`src/rtl/fdc_fifo_pkg.sv`:
```
package fdc_fifo_pkg;

    localparam int FIFO_DEPTH   = 16;
    localparam int BYTE_W       = 8;
    localparam int OFS_W        = 3;

    localparam logic [2:0] OFS_OPER = 3'd2;
    localparam logic [2:0] OFS_STAT = 3'd4;
    localparam logic [2:0] OFS_DATA = 3'd5;
    localparam logic [2:0] OFS_DISK = 3'd7;

    localparam int OPER_RUN_BIT   = 2;
    localparam int RATE_RST_BIT   = 7;
    localparam int STAT_RDY_BIT   = 7;
    localparam int STAT_DIR_BIT   = 6;
    localparam int DISK_CHG_BIT   = 7;

    localparam logic [BYTE_W-1:0] OPER_RESET = 8'h04;

    typedef struct packed {
        logic rd_data;
        logic wr_data;
        logic wr_oper;
        logic wr_rate;
        logic wr_ctrl;
        logic soft_rst;
    } host_strobe_t;

    function automatic logic soft_reset_req(input logic wr_oper, input logic wr_rate,
                                            input logic [BYTE_W-1:0] wdata);
        return (wr_oper && !wdata[OPER_RUN_BIT]) || (wr_rate && wdata[RATE_RST_BIT]);
    endfunction

endpackage

```
`src/rtl/fdc_reg_decode.sv`:
```
module fdc_reg_decode
    import fdc_fifo_pkg::*;
#(
    parameter int W  = BYTE_W,
    parameter int AW = OFS_W
) (
    input  logic          clk,
    input  logic          rst,
    input  logic [AW-1:0] host_addr,
    input  logic          host_wr,
    input  logic          host_rd,
    input  logic [W-1:0]  host_wdata,
    input  logic          rqm,
    input  logic          dio,
    input  logic          data_avail,
    input  logic [W-1:0]  head_data,
    input  logic          disk_change,
    output host_strobe_t  strobe,
    output logic [W-1:0]  host_rdata,
    output logic [W-1:0]  op_reg,
    output logic [W-2:0]  rate_cfg,
    output logic [W-1:0]  ctrl_reg
);

    always_comb begin
        strobe          = '0;
        strobe.rd_data  = host_rd && (host_addr == OFS_DATA);
        strobe.wr_data  = host_wr && (host_addr == OFS_DATA);
        strobe.wr_oper  = host_wr && (host_addr == OFS_OPER);
        strobe.wr_rate  = host_wr && (host_addr == OFS_STAT);
        strobe.wr_ctrl  = host_wr && (host_addr == OFS_DISK);
        strobe.soft_rst = soft_reset_req(strobe.wr_oper, strobe.wr_rate, host_wdata);
    end

    always_ff @(posedge clk) begin
        if (rst) begin
            op_reg   <= OPER_RESET;
            rate_cfg <= '0;
            ctrl_reg <= '0;
        end else begin
            if (strobe.wr_oper) op_reg   <= host_wdata;
            if (strobe.wr_rate) rate_cfg <= host_wdata[W-2:0];
            if (strobe.wr_ctrl) ctrl_reg <= host_wdata;
        end
    end

    always_comb begin
        host_rdata = '0;
        case (host_addr)
            OFS_OPER: host_rdata = op_reg;
            OFS_STAT: begin
                host_rdata[STAT_RDY_BIT] = rqm;
                host_rdata[STAT_DIR_BIT] = dio;
            end
            OFS_DATA: host_rdata = (dio && data_avail) ? head_data : '0;
            OFS_DISK: host_rdata[DISK_CHG_BIT] = !disk_change;
            default:  host_rdata = '0;
        endcase
    end

endmodule

```
`src/rtl/fdc_mode_ctrl.sv`:
```
module fdc_mode_ctrl #(
    parameter int TW = 4
) (
    input  logic          clk,
    input  logic          rst,
    input  logic          soft_rst,
    input  logic          cfg_load,
    input  logic          cfg_fifo_en,
    input  logic [TW-1:0] cfg_thresh,
    input  logic          cfg_lock,
    output logic          fifo_en,
    output logic [TW-1:0] thr_code,
    output logic          lock
);

    always_ff @(posedge clk) begin
        if (rst) begin
            fifo_en  <= 1'b0;
            thr_code <= '0;
            lock     <= 1'b0;
        end else if (soft_rst) begin
            if (!lock) begin
                fifo_en  <= 1'b0;
                thr_code <= '0;
            end
        end else if (cfg_load) begin
            fifo_en  <= cfg_fifo_en;
            thr_code <= cfg_thresh;
            lock     <= cfg_lock;
        end
    end

    AST_LOCK_KEEPS_MODE: assert property (@(posedge clk) disable iff (rst)
        (soft_rst && lock) |=> ($stable(fifo_en) && $stable(thr_code)));

    AST_UNLOCKED_SRST_LEGACY: assert property (@(posedge clk) disable iff (rst)
        (soft_rst && !lock) |=> (!fifo_en && thr_code == '0));

endmodule

```
`src/rtl/fdc_fifo_core.sv`:
```
module fdc_fifo_core #(
    parameter int W     = 8,
    parameter int DEPTH = 16,
    localparam int PW   = $clog2(DEPTH),
    localparam int CW   = $clog2(DEPTH + 1)
) (
    input  logic          clk,
    input  logic          rst,
    input  logic          flush,
    input  logic          ovr_clr,
    input  logic          fifo_en,
    input  logic          push,
    input  logic          push_from_disk,
    input  logic [W-1:0]  push_data,
    input  logic          pop,
    input  logic          pop_from_disk,
    output logic [W-1:0]  head,
    output logic [CW-1:0] count,
    output logic          overrun
);

    logic [W-1:0]  mem [DEPTH];
    logic [PW-1:0] wr_ptr, rd_ptr;
    logic [CW-1:0] cap;
    logic          full, empty, do_push, do_pop, ovr_evt;

    assign cap     = fifo_en ? CW'(DEPTH) : CW'(1);
    assign full    = (count >= cap);
    assign empty   = (count == '0);
    assign do_push = push && !full;
    assign do_pop  = pop && !empty;
    assign ovr_evt = (push && full && push_from_disk) || (pop && empty && pop_from_disk);
    assign head    = mem[rd_ptr];

    function automatic logic [PW-1:0] bump(input logic [PW-1:0] p);
        return (p == PW'(DEPTH - 1)) ? '0 : p + 1'b1;
    endfunction

    always_ff @(posedge clk) begin
        if (rst || flush) begin
            wr_ptr <= '0;
            rd_ptr <= '0;
            count  <= '0;
        end else begin
            if (do_push) begin
                mem[wr_ptr] <= push_data;
                wr_ptr      <= bump(wr_ptr);
            end
            if (do_pop) rd_ptr <= bump(rd_ptr);
            case ({do_push, do_pop})
                2'b10:   count <= count + 1'b1;
                2'b01:   count <= count - 1'b1;
                default: count <= count;
            endcase
        end
    end

    always_ff @(posedge clk) begin
        if (rst || ovr_clr)        overrun <= 1'b0;
        else if (!flush && ovr_evt) overrun <= 1'b1;
    end

    AST_COUNT_BOUND: assert property (@(posedge clk) disable iff (rst)
        count <= CW'(DEPTH));

    AST_LEGACY_SINGLE: assert property (@(posedge clk) disable iff (rst)
        !fifo_en |-> (count <= CW'(1)));

    AST_OVR_STICKY: assert property (@(posedge clk) disable iff (rst)
        (overrun && !ovr_clr) |=> overrun);

    AST_NO_POP_EMPTY: assert property (@(posedge clk) disable iff (rst)
        (empty && !push && !flush) |=> (count == '0));

endmodule

```
`src/rtl/fdc_req_logic.sv`:
```
module fdc_req_logic #(
    parameter int DEPTH = 16,
    parameter int TW    = 4,
    localparam int CW   = $clog2(DEPTH + 1)
) (
    input  logic          clk,
    input  logic          rst,
    input  logic          fifo_en,
    input  logic          dio,
    input  logic [CW-1:0] count,
    input  logic [TW-1:0] thr_code,
    output logic          rqm
);

    logic [CW-1:0] free_slots, thr_m1;

    assign free_slots = CW'(DEPTH) - count;
    assign thr_m1     = CW'(thr_code);

    always_comb begin
        if (dio) rqm = fifo_en ? (count > thr_m1) : (count != '0);
        else     rqm = fifo_en ? (free_slots > thr_m1) : (count == '0);
    end

    AST_RQM_FULL_READ: assert property (@(posedge clk) disable iff (rst)
        (dio && fifo_en && count == CW'(DEPTH)) |-> rqm);

    AST_RQM_EMPTY_WRITE: assert property (@(posedge clk) disable iff (rst)
        (!dio && count == '0) |-> rqm);

endmodule

```
`src/rtl/fdc_host_fifo.sv`:
```
module fdc_host_fifo
    import fdc_fifo_pkg::*;
#(
    parameter int W     = BYTE_W,
    parameter int AW    = OFS_W,
    parameter int DEPTH = FIFO_DEPTH,
    localparam int TW   = $clog2(DEPTH),
    localparam int CW   = $clog2(DEPTH + 1)
) (
    input  logic          clk,
    input  logic          rst,
    input  logic [AW-1:0] host_addr,
    input  logic          host_wr,
    input  logic          host_rd,
    input  logic [W-1:0]  host_wdata,
    output logic [W-1:0]  host_rdata,
    input  logic          cfg_load,
    input  logic          cfg_fifo_en,
    input  logic [TW-1:0] cfg_thresh,
    input  logic          cfg_lock,
    input  logic          dir_to_host,
    input  logic          disk_push,
    input  logic [W-1:0]  disk_wdata,
    input  logic          disk_pop,
    output logic [W-1:0]  disk_rdata,
    input  logic          disk_change,
    output logic          rqm,
    output logic          dio,
    output logic          overrun,
    output logic [W-1:0]  op_reg,
    output logic [W-2:0]  rate_cfg,
    output logic [W-1:0]  ctrl_reg
);

    host_strobe_t  strobe;
    logic          fifo_en, lock;
    logic [TW-1:0] thr_code;
    logic [CW-1:0] count;
    logic          push, pop;
    logic [W-1:0]  push_data;

    assign dio       = dir_to_host;
    assign push      = dio ? disk_push : strobe.wr_data;
    assign push_data = dio ? disk_wdata : host_wdata;
    assign pop       = dio ? strobe.rd_data : disk_pop;

    fdc_reg_decode #(.W(W), .AW(AW)) u_decode (
        .clk, .rst, .host_addr, .host_wr, .host_rd, .host_wdata,
        .rqm, .dio, .data_avail(count != '0), .head_data(disk_rdata),
        .disk_change, .strobe, .host_rdata, .op_reg, .rate_cfg, .ctrl_reg
    );

    fdc_mode_ctrl #(.TW(TW)) u_mode (
        .clk, .rst, .soft_rst(strobe.soft_rst), .cfg_load, .cfg_fifo_en,
        .cfg_thresh, .cfg_lock, .fifo_en, .thr_code, .lock
    );

    fdc_fifo_core #(.W(W), .DEPTH(DEPTH)) u_core (
        .clk, .rst, .flush(strobe.soft_rst || cfg_load), .ovr_clr(strobe.soft_rst),
        .fifo_en, .push, .push_from_disk(dio), .push_data,
        .pop, .pop_from_disk(!dio), .head(disk_rdata), .count, .overrun
    );

    fdc_req_logic #(.DEPTH(DEPTH), .TW(TW)) u_req (
        .clk, .rst, .fifo_en, .dio, .count, .thr_code, .rqm
    );

    AST_HW_RESET_STATE: assert property (@(posedge clk)
        rst |=> (op_reg == OPER_RESET && !overrun && !fifo_en && count == '0));

endmodule

```
`config.mk`:
```
export PLATFORM = sky130hd
export DESIGN_NAME = fdc_host_fifo
export DESIGN_NICKNAME = d
export VERILOG_FILES = /design/src/rtl/fdc_fifo_pkg.sv /design/src/rtl/fdc_reg_decode.sv /design/src/rtl/fdc_mode_ctrl.sv /design/src/rtl/fdc_fifo_core.sv /design/src/rtl/fdc_req_logic.sv /design/src/rtl/fdc_host_fifo.sv
export SDC_FILE = /design/constraint.sdc
export NUM_CORES = 1
export LEC_CHECK = 0
export CAP_MARGIN = 10
export CORE_AREA = 3 3 122 124
export DETAILED_ROUTE_END_ITERATION = 7
export DIE_AREA = 0 0 125 127
export GPL_ROUTABILITY_DRIVEN = 1
export MAX_ROUTING_LAYER = met4
export PLACE_DENSITY = 0.74
export SYNTH_ARGS = -nofsm -noshare
export SYNTH_HDL_FRONTEND = slang
export SYNTH_SLANG_ARGS = --single-unit
```
`constraint.sdc`:
```
create_clock -name clk -period 3.9 [get_ports clk]
set_input_delay 0.585 -clock clk [delete_from_list [all_inputs] [get_ports clk]]
set_output_delay 0.585 -clock clk [all_outputs]
set_load 0.03 [all_outputs]
```
==> metrics.cfg <==
[detailed_routing]
remaining_drc_errors=0
antenna_left=0
detail_route.first_pass.iterations=4
avgViaCountPerCell=5.77
wl_per_cell_um=20.8
totalWireLength_mm=17.4
drt-initial-drc-count=408
num_vias=4821

[power]
seqPwrFrac_pct=52.0
vdd_drop_max_v=0.000341
p_leak_uw=0.00307
power_uw=3900
swShare_pct=23.9
internal_power_uw=2970
p_sw_uw=929
combPwrFrac_pct=6.5
power_density_mw_per_mm2=418
pwr-share-clk_pct=41.5

[layout]
largest_reg_flops=128
nets=697
synthToLayoutAreaGrowth_pct=21.6
mostFrequentLayoutCells=128 x edfxtp_1, 73 x clkdlybuf4s50_1, 49 x nor2_1
fin_cells=835
diodes=0
layout_commonest_cell=edfxtp_1
drive_above_1_share_pct=18.3

[synthesis]
ys_ff_latch=175
yosysTopAreaCell=edfxtp_1
synth_ff_type=edfxtp_1
synth.area.top_cells=edfxtp_1 50%, dfxtp_1 12%, mux4_2 8.8%
ys_async_sr_fraction_pct=0
synthDistinctLibCells=57
syn-cell-area_mm2=0.00765
seq_area_frac_synth_pct=62.5
synth_top_area_share_pct=50.2
synthesis.instances=542
yosysWarnings=0
synth_edf_count=128
syn_nets=597
syn_area_per_cell_um2=14.1

[critical_path]
cp.depth=10
crit_fanout=4
max_stage_delay_ns=0.39
worstPathArrival_ns=3.20
crit_top_cell=ha_1
crit_slowest_cell=a2111oi_1
cp.required_ns=3.31
reg2reg_depth=13
crit_buf_inv=2
path_delay_family=compound AO/OA/AOI/OAI gates
cp-end-kind=output port
crit_type=reg -> out
crit_chain=inv_1, ha_1, xnor2_1, ha_1, and4b_1, a2111oi_1, a2111oi_0, a211o_1, a311o_1, buf_4
crit_path_start_kind=flip-flop

[clock_tree]
cts_tree=done
cts_buffer_depth=2
cts_num_sinks=175
cts.clk_slew.worst_paths_ns=0.07
root_buffer=clkbuf_16
clkLatencyLatePin_ns=0.44
cts_made_buffers=17
htree_levels=4
cts_hold_buf=0

[global_route]
top_usage_layer=met2
antenna_found_initial=0
grt_max_degree=35
grt_use_met2_pct=36.5
overflow=0
grtUsageMet3_pct=4.56
grtUsageTotal_pct=23.1
grt_pass1_vias=4890
grt_pass1_wl_mm=27.2
grtUsageMet1_pct=30.4

[sta]
max-slew-margin-rel_pct=48.5
rsz0062_at_grt=no
hold_viol=0
finalCritPeriodShare_pct=97.0
finalSetupViolCount=0
setup_tns_ns=0
fin_worst_skew_ns=0.0103
worst_pin_slew_ns=0.772
finalCriticalPeriod_ns=3.78
clock.fmax_ghz=0.264
worst_slack_ns=0.116
finalMaxSlewViolations=0

[die]
dieWidth_um=125
die_y_um=127
core_region_area_mm2=0.0139
dieArea_mm2=0.0159
rows=43
io_pins=76
start_util_pct=55.1

[placement]
dp_cells=802
hpwl_mm=12.0
dp_slack_ns=0.145
gp_congestion=0.872
portBuffers=75

[run]
cap_viol_max_count=0

[status]
status=finished clean

[worst_hold_path]
hold_path.class=reg -> reg
holdPathStages=2

final timing paths:
path / slack [ns] / to / startpoint
setup / recovery: 0.12 / host_rdata[7] / u_core.count[0]$_SDFFE_PP0P_
hold / removal: 0.46 / u_decode.ctrl_reg[5]$_SDFFE_PP0P_ / u_decode.ctrl_reg[5]$_SDFFE_PP0P_
setup reg to reg: 0.56 / u_core.count[4]$_SDFFE_PP0P_ / u_core.count[0]$_SDFFE_PP0P_
hold reg to reg: 0.46 / u_decode.ctrl_reg[5]$_SDFFE_PP0P_ / u_decode.ctrl_reg[5]$_SDFFE_PP0P_
cells by family (layout without fill, tap and decap cells):
logic type / after synthesis / after routing / synth area share (%)
muxes: 76 / 76 / 15.0
adders and majority gates: 21 / 21 / 3.53
and+or+nand+nor: 145 / 145 / 9.65
buffers and inverters: 47 / 160 / 2.68
AOI/OAI and AO/OA: 72 / 72 / 5.94
DFF: 175 / 175 / 62.5
xor gates and xnor gates: 6 / 6 / 0.687
power groups by stage:
stage / Clock, uW / Sequential [uW] / Combinational [uW]
2_1_floorplan: 0 / 2080 / 134
3_3_place_gp: 0 / 2070 / 245
3_5_place_dp: 0 / 2070 / 252
4_1_cts: 1630 / 2030 / 253
5_1_grt: 1710 / 2030 / 273
6_report: 1620 / 2030 / 253
metal layers:
metal / part of all wire (%) / routed length (um)
met1: 43 / 7490
met2: 49 / 8550
met3: 5.8 / 1010
met4: 1.8 / 304
met5: 0 / 0
worst register-to-register path, stage by stage, from the launching register on:
cell and delay (ns):
dfxtp_2 0.36, inv_1 0.12, ha_1 0.24, and2_1 0.15
ha_1 0.28, nor2_1 0.29, ha_1 0.30, inv_1 0.11
fa_1 0.38, nor2b_1 0.16, o21ai_0 0.12, and3_1 0.22
or4_1 0.41, a21oi_1 0.14
synthesized netlist by cell type, drive strengths merged, types with 5 or more instances:
| cell | n |
|---|---|
| clkbuf | 13 |
| nand3b | 5 |
| nor2 | 50 |
| edfxtp | 128 |
| inv | 20 |
| nor3 | 10 |
| ha | 20 |
| o21ai | 11 |
| a21oi | 34 |
| mux2 | 9 |
| nor2b | 6 |
| nand2 | 46 |
| nand3 | 9 |
| buf | 13 |
| mux2i | 37 |
| mux4 | 30 |
| xnor2 | 5 |
| a22oi | 5 |
| dfxtp | 47 |
area by class of cell:
class / count / area, um^2
repair buffers: 107 / 987
well taps: 180 / 225
clock buffers: 17 / 425
clock inverters: 15 / 139
multi-input cells: 320 / 2660
flip-flops and latches: 175 / 4790
inverters: 21 / 78.8
fillers: 947 / 4570
what timing repair did:
action | CTS | global route
setup buffers | 0 | 1
pin swaps | 0 | 1
gates resized for setup | 2 | 3
setup endpoints to repair | 2 | 8
metrics by stage:
step	utilization, %	hold WS, ns	instance area, um^2
floorplan	-	0.460	7650
global placement	62.9	0.442	8730
detailed placement	62.9	0.446	8730
CTS	67.0	0.456	9300
global route	67.1	0.472	9310
finish	67.1	0.461	9310
Note: power is estimated with default switching activity, not from simulation.
